**config.mk**
```make
export PLATFORM = sky130hd
export DESIGN_NAME = rs_local_ctrl
export DESIGN_NICKNAME = d
export VERILOG_FILES = /design/src/rtl/rs_local_ctrl.sv
export SDC_FILE = /design/constraint.sdc
export NUM_CORES = 1
export LEC_CHECK = 0
export BUFFER_PORTS_ARGS = -buffer_cell sky130_fd_sc_hd__buf_2
export CORE_MARGIN = 2
export CORE_UTILIZATION = 59
export CTS_CLUSTER_DIAMETER = 30
export DETAILED_ROUTE_END_ITERATION = 8
export PLACE_DENSITY = 0.8
export SLEW_MARGIN = 20
export SYNTH_ARGS = -nofsm -noshare
export SYNTH_HDL_FRONTEND = slang
export SYNTH_SLANG_ARGS = --single-unit
```
**constraint.sdc**
```tcl
create_clock -name clk -period 4.92 [get_ports clk]
set_clock_uncertainty 0.15 [all_clocks]
set_input_delay 0.492 -clock clk [delete_from_list [all_inputs] [get_ports clk]]
set_output_delay 0.492 -clock clk [all_outputs]
set_load 0.03 [all_outputs]
```
**src/rtl/rs_local_ctrl.sv**
```systemverilog
module rs_local_ctrl #(
  parameter int NSLOT    = 2,
  parameter int DW       = 32,
  parameter int TAGW     = 5,
  parameter int OPW      = 2,
  parameter int STAGES   = 3,
  parameter int BASE_TAG = 8,
  parameter bit ARITH    = 1'b0
) (
  input  logic            clk,
  input  logic            rst_n,
  input  logic            iss_valid,
  input  logic [OPW-1:0]  iss_op,
  input  logic [DW-1:0]   iss_vj,
  input  logic [DW-1:0]   iss_vk,
  input  logic [TAGW-1:0] iss_qj,
  input  logic [TAGW-1:0] iss_qk,
  output logic [TAGW-1:0] iss_tag,
  output logic            full,
  input  logic [TAGW-1:0] cdb_tag,
  input  logic [DW-1:0]   cdb_val,
  output logic            bus_req,
  input  logic            bus_grant,
  output logic [TAGW-1:0] res_tag,
  output logic [DW-1:0]   res_val
);
  localparam int IW   = (NSLOT > 1) ? $clog2(NSLOT) : 1;
  localparam int LAST = STAGES - 1;

  logic            busy [NSLOT];
  logic            sent [NSLOT];
  logic [OPW-1:0]  op   [NSLOT];
  logic [DW-1:0]   vj   [NSLOT];
  logic [DW-1:0]   vk   [NSLOT];
  logic [TAGW-1:0] qj   [NSLOT];
  logic [TAGW-1:0] qk   [NSLOT];

  logic [TAGW-1:0] st_tag [STAGES];
  logic [DW-1:0]   st_val [STAGES];

  logic          have_free, have_rdy;
  logic [IW-1:0] free_idx, rdy_idx;
  logic          adv, accept, disp;
  logic [DW-1:0] a, b, alu;

  function automatic logic [TAGW-1:0] slot_tag(input int i);
    return TAGW'(BASE_TAG + i);
  endfunction

  always_comb begin
    have_free = 1'b0;
    free_idx  = '0;
    have_rdy  = 1'b0;
    rdy_idx   = '0;
    for (int i = NSLOT - 1; i >= 0; i--) begin
      if (!busy[i]) begin
        have_free = 1'b1;
        free_idx  = IW'(i);
      end
      if (busy[i] && !sent[i] && qj[i] == '0 && qk[i] == '0) begin
        have_rdy = 1'b1;
        rdy_idx  = IW'(i);
      end
    end
  end

  assign full    = !have_free;
  assign iss_tag = have_free ? TAGW'(BASE_TAG + int'(free_idx)) : '0;
  assign adv     = (st_tag[LAST] == '0) || bus_grant;
  assign accept  = iss_valid && have_free;
  assign disp    = adv && have_rdy;
  assign a       = vj[rdy_idx];
  assign b       = vk[rdy_idx];

  generate
    if (ARITH) begin : g_arith
      always_comb begin
        case (op[rdy_idx])
          2'd0:    alu = a + b;
          2'd1:    alu = a - b;
          2'd2:    alu = a << b[4:0];
          default: alu = a >> b[4:0];
        endcase
      end
    end else begin : g_logic
      always_comb begin
        case (op[rdy_idx])
          2'd0:    alu = a & b;
          2'd1:    alu = a | b;
          2'd2:    alu = a ^ b;
          default: alu = ~a;
        endcase
      end
    end
  endgenerate

  always_ff @(posedge clk) begin
    for (int i = 0; i < NSLOT; i++) begin
      if (!rst_n) begin
        busy[i] <= 1'b0;
        sent[i] <= 1'b0;
        op[i]   <= '0;
        vj[i]   <= '0;
        vk[i]   <= '0;
        qj[i]   <= '0;
        qk[i]   <= '0;
      end else if (accept && free_idx == IW'(i)) begin
        busy[i] <= 1'b1;
        sent[i] <= 1'b0;
        op[i]   <= iss_op;
        if (iss_qj != '0 && iss_qj == cdb_tag) begin
          vj[i] <= cdb_val;
          qj[i] <= '0;
        end else begin
          vj[i] <= iss_vj;
          qj[i] <= iss_qj;
        end
        if (iss_qk != '0 && iss_qk == cdb_tag) begin
          vk[i] <= cdb_val;
          qk[i] <= '0;
        end else begin
          vk[i] <= iss_vk;
          qk[i] <= iss_qk;
        end
      end else begin
        if (busy[i] && qj[i] != '0 && qj[i] == cdb_tag) begin
          vj[i] <= cdb_val;
          qj[i] <= '0;
        end
        if (busy[i] && qk[i] != '0 && qk[i] == cdb_tag) begin
          vk[i] <= cdb_val;
          qk[i] <= '0;
        end
        if (disp && rdy_idx == IW'(i)) sent[i] <= 1'b1;
        if (bus_grant && st_tag[LAST] == slot_tag(i)) begin
          busy[i] <= 1'b0;
          sent[i] <= 1'b0;
        end
      end
    end
  end

  always_ff @(posedge clk) begin
    if (!rst_n) begin
      for (int s = 0; s < STAGES; s++) begin
        st_tag[s] <= '0;
        st_val[s] <= '0;
      end
    end else if (adv) begin
      st_tag[0] <= disp ? TAGW'(BASE_TAG + int'(rdy_idx)) : '0;
      st_val[0] <= disp ? alu : '0;
      for (int s = 1; s < STAGES; s++) begin
        st_tag[s] <= st_tag[s-1];
        st_val[s] <= st_val[s-1];
      end
    end
  end

  assign bus_req = (st_tag[LAST-1] != '0) || (st_tag[LAST] != '0);
  assign res_tag = st_tag[LAST];
  assign res_val = st_val[LAST];
endmodule

```
Yosys cells after proc, flatten, opt, wreduce, memory -nomap -nowiden --
Memory sizes are Yosys's and may differ from the RTL's. Index checks and enable logic that the tools add are counted. W data, S select, Z words.
Storage, ports and cells: logic and storage cells 234, memories 9, bits in writable memories 267, register bits after elaboration 0
Memories:
- st_val | words 3, width 32, read ports 3, clocked after Yosys merged registers in 0, wr ports 3, line 39 | logic [DW-1:0] st_val [STAGES];
- vj | words 2, width 32, read ports 1, clocked after Yosys merged registers in 0, wr ports 2, line 33 | logic [DW-1:0] vj [NSLOT];
- vk | words 2, width 32, read ports 1, clocked after Yosys merged registers in 0, wr ports 2, line 34 | logic [DW-1:0] vk [NSLOT];
- st_tag | words 3, width 5, read ports 3, clocked after Yosys merged registers in 0, wr ports 3, line 38 | logic [TAGW-1:0] st_tag [STAGES];
- qj | words 2, width 5, read ports 2, clocked after Yosys merged registers in 0, wr ports 2, line 35 | logic [TAGW-1:0] qj [NSLOT];
- qk | words 2, width 5, read ports 2, clocked after Yosys merged registers in 0, wr ports 2, line 36 | logic [TAGW-1:0] qk [NSLOT];
- +3 memories
Operators by class: bitwise operators 48, multiplexer cells 122, reduce and logical (&&, ||, !) cells 43, $add $sub $neg 2, equal/unequal tests 10
Operator list (count):
- $mux W32 | 16
- $pmux W32 S3 | 1
- $mux W1 | 86
- $mux W5 | 17
- $or A1 B1 Y1 | 42
- $reduce_bool A5 Y1 | 8
- $and A32 B32 Y32 | 1
- $not A32 Y32 | 1
- $or A32 B32 Y32 | 1
- $xor A32 B32 Y32 | 1
- $eq A5 B5 Y1 | 6
- $logic_not A5 Y1 | 5
- $logic_and A1 B1 Y1 | 24
- $add A4 B1 Y5 const A | 2
- $eq A5 B4 Y1 const B | 2
- $mux W2 | 2
- $logic_not A1 Y1 | 3
- $eq A2 B1 Y1 const B | 1
- $eq A2 B2 Y1 const B | 1
- $logic_not A2 Y1 | 1
- $logic_or A1 B1 Y1 | 2
- $not A1 Y1 | 2

Logic depth before layout (Yosys ltp) --
depth after elaboration 14, depth in mapped cells 13, gate-level depth less buffers 10

Worst setup path after synthesis --
No wires, ideal clock.
path kind input to register, start point input port rst_n, end point memory st_tag[0][0] (enable), path slack 1.374 ns, stages on the path 2, data arrival time 2.450 ns, cells stage by stage clkbuf_1 nand2_1
RTL lines:
- start: declaration | line 11 | input logic rst_n,
- end: declaration | line 38

==> summary.md <==
| Metric | Value |
|---|---|
| Clock network power share | around 48% |
| Clock root buffer | clkbuf_16 |
| First-pass GRT wire length | between 50000 and 60000 um |
| Period minus WS final | approximately 3.6 ns |
| Routing usage on met3 | about 6.3% |
| Synth top area share | between 50% and 60% |
| Xor and xnor fraction of the mapped netlist area | around 1.7% |
| Top cells by area, synth | edfxtp_1 (54%), mux2i_1 (6.9%), ha_1 (5.6%) |
| Sum of buffers and inverters on the critical path | 2 |
| Post-synthesis cell type count | 49 |
| CP Launch Type | flop |
| GPL Wtd Cong | 0.864 |
| Vias in the first global route | 9992 |
| Dpl cell area | about 15000 sq um |
| Sum Neg Setup Slack | 0 ns |
| Most used routing layer | met2 |
| CP arrival | around 3.8 ns |
| CTS H-tree depth | 2 |
| Final #Nets | about 1500 |
| Post-synth EDFFs | around 260 |
| Final antenna-violating net count | 0 |
| Post-CTS sizing | 0 |
| Yosys top cell by area | edfxtp_1 |
| Most frequent cell on the critical path | nand2_1 |
| Endpoints failing setup | 0 |
| Hpwl dp | 21900 um |
| Die width | 159 um |
| Final Core Density | 69.5% |
| Design Area, Final | between 15000 and 20000 sq um |
| VDD IR max | ~0.24 mV |
| Slew @ Worst Pin | about 1.2 ns |
| Worst reg2reg startpoint | qj[1][0] |
| Avg WL per Cell | 20.3 um |
| Crit Path Class | flop to flop |
| Fraction of final layout cells with drive strength greater than 1 | 20.9% |
| Unrepaired setup endpoints after global routing | false |
| TritonCTS buffer count | 43 |
| Crit end category | flop |
| Post-synth ARST share | 0% |
| GRT Overall Usage | between 20% and 30% |
| Post-synthesis sequential area ratio | 54.5% |
| Max Cap Viol | 0 |
| Final Slew Violations | 0 |
| Synth cell count leaders | edfxtp_1 (256), nand2_1 (129), mux2i_1 (98), and2_1 (92), nor2_1 (80) |
| Worst hold path class | input port to flop |
| CTS clk-pin slew, worst paths | around 0.05 ns |
| CP Launch Point | qj[1][0] |
| Final instance count without filler cells | 1677 |
| DP Cell Count | 1600 |
| Final wirelength | ~34000 um |
| Largest net degree at the start of global routing | between 70 and 80 |
| Sw Share | 23.9% |
| Compound-gate portion of the synthesized area | 11.3% |
| Slew headroom | 21.9% |
| Largest family of logic cells by synthesized area | simple AND/OR/NAND/NOR gates |
| Top-Level Pins | roughly 160 |
| Seq pwr share | roughly 42% |
| Crit-path leading delay family | simple AND/OR/NAND/NOR gates |
| Core Area | roughly 24000 sq um |
| GR Util met1 | a little over a third |
| Hold_buf cts | 0 |
| Initial antenna violation count | 1 |
| Post-Syn Instances | 1223 |
| Status | completed |
| Synth Area in Adders | approximately 5.6% |
| Crit-path slowest cell | nor2_4 |
| Synth Area in Simple Gates | a little over an eighth |
| Remaining global-route overflow | 0 |
| P_sw | 1.48 mW |
| CTS Sinks | roughly 260 |
| #FFs+latches synth | 258 |
| CTS tree | built |
| Syn Area/Cell | roughly 12 sq um |
| Post-route clock period utilization | around 74% |
| CP required | 5.07 ns |
| Prevailing post-synth register cell | edfxtp_1 |
| P_leak | approximately 7.1 nW |
| Worst Path Max Fanout | 38 |
| Final Power | between 6 and 7 mW |
| Combinational power share | a little over 10% |
| Max Freq | about 280 MHz |
| Met2 usage | 42.3% |
| Via count | slightly below 10000 |
| Synthesized cell area | between 10000 and 15000 sq um |
| CTS Buffer Depth | 3 |
| Dpl ws | 1.43 ns |
| Die area | roughly 25000 sq um |
| Die height | 159 um |
| Post-route DRC | 0 |
| Top-count cell post-synth | edfxtp_1 |
| Worst Hold Launch | iss_op[1] |
| Mux cell area share after synthesis | just over 7% |
| Via density | between 5 and 6 |
| FP Rows | 56 |
| Worst skew pair latency | 0.52 ns |
| Final setup margin | about 1.3 ns |
| First-pass DRT Iterations | 6 |
| Starting DRT DRC Count | between 900 and 1000 |
| P_int | about 4.7 mW |
| Min Hold Slack | about 0.12 ns |
| Setup Fix Bufs, Post-CTS | 0 |
| Final Hold Viols | 0 |
| Critical Path, Cell by Cell | nor4_4 -> nand4_4 -> nor2_4 -> buf_12 -> nand2_1 -> nand2_1 -> inv_1 -> ha_1 -> nor3_1 -> a211oi_1 -> a221oi_2 |
| Power Dens Cells | between 300 and 400 nW/um^2 |
| Area Growth Syn to Fin | 15.3% |
| YS warnings | 0 |
| Max incr delay on CP | 0.60 ns |
| Initial Utilization | between 60% and 70% |
| Port Buffer Count | 154 |
path summary, 6_finish.rpt:
check / to / slack, ns / depth (start not counted)
worst max-delay path: st_val[0][11] / 1.29 / 11
worst min-delay path: op[1][1] / 0.12 / 2
worst max register to register: st_val[0][11] / 1.29 / 11
worst min register to register: st_val[0][38] / 0.36 / 1
cells by family (layout without fill, tap and decap cells):
group	Yosys count	after routing
simple gates	380	380
flops	258	258
compound gates	203	203
buf+inv	190	319
mux	100	100
fa+ha+maj	64	64
xor+xnor	27	27
other cells	1	7
layout make-up:
type | instances | area [sq um]
flip-flops and latches | 258 | 7730
fillers | 1683 | 7190
multi-input cells | 780 | 5600
clock buffers | 52 | 1150
repair buffers | 173 | 938
well taps | 319 | 399
clock inverters | 24 | 277
inverters | 70 | 263
diodes | 1 | 2.50
routing by layer:
layer / up-vias / part of all wire, %
li1: 4563 / -
met1: 4666 / 40
met2: 591 / 46
met3: 93 / 10
met4: 0 / 3.1
met5: - / 0
cell usage in the layout, fill, tap and decap left out, drive strengths merged, types with 2 or more instances in the layout:
master	n
a211oi	21
a21o	2
a21oi	42
a221o	12
a221oi	20
a22o	64
and2	92
and3	3
buf	173
bufinv	5
clkbuf	52
clkinv	11
clkinvlp	6
conb	6
dfxtp	2
edfxtp	256
ha	64
inv	72
mux2	2
mux2i	98
nand2	129
nand2b	3
nand3	4
nand4	9
nor2	83
nor2b	2
nor3	43
nor3b	4
nor4	2
nor4b	2
o21ai	38
o41ai	2
xnor2	24
xor2	3
flip-flops by register name (all words and copies together) (netlist names):
| name | flops |
|---|---|
| qj | 10 |
| vk | 64 |
| st_tag | 6 |
| op | 4 |
| busy | 2 |
| sent | 2 |
| vj | 64 |
| qk | 10 |
| st_val | 96 |
power by group through the flow:
stage / Clock (mW) / Sequential [mW] / Combinational, mW
6_report: 2.93 / 2.61 / 0.633
5_1_grt: 3.05 / 2.62 / 0.686
4_1_cts: 2.94 / 2.61 / 0.622
3_5_place_dp: 0 / 2.65 / 0.615
3_3_place_gp: 0 / 2.65 / 0.586
2_1_floorplan: 0 / 2.63 / 0.421
Power figures use the tool's default switching activity.
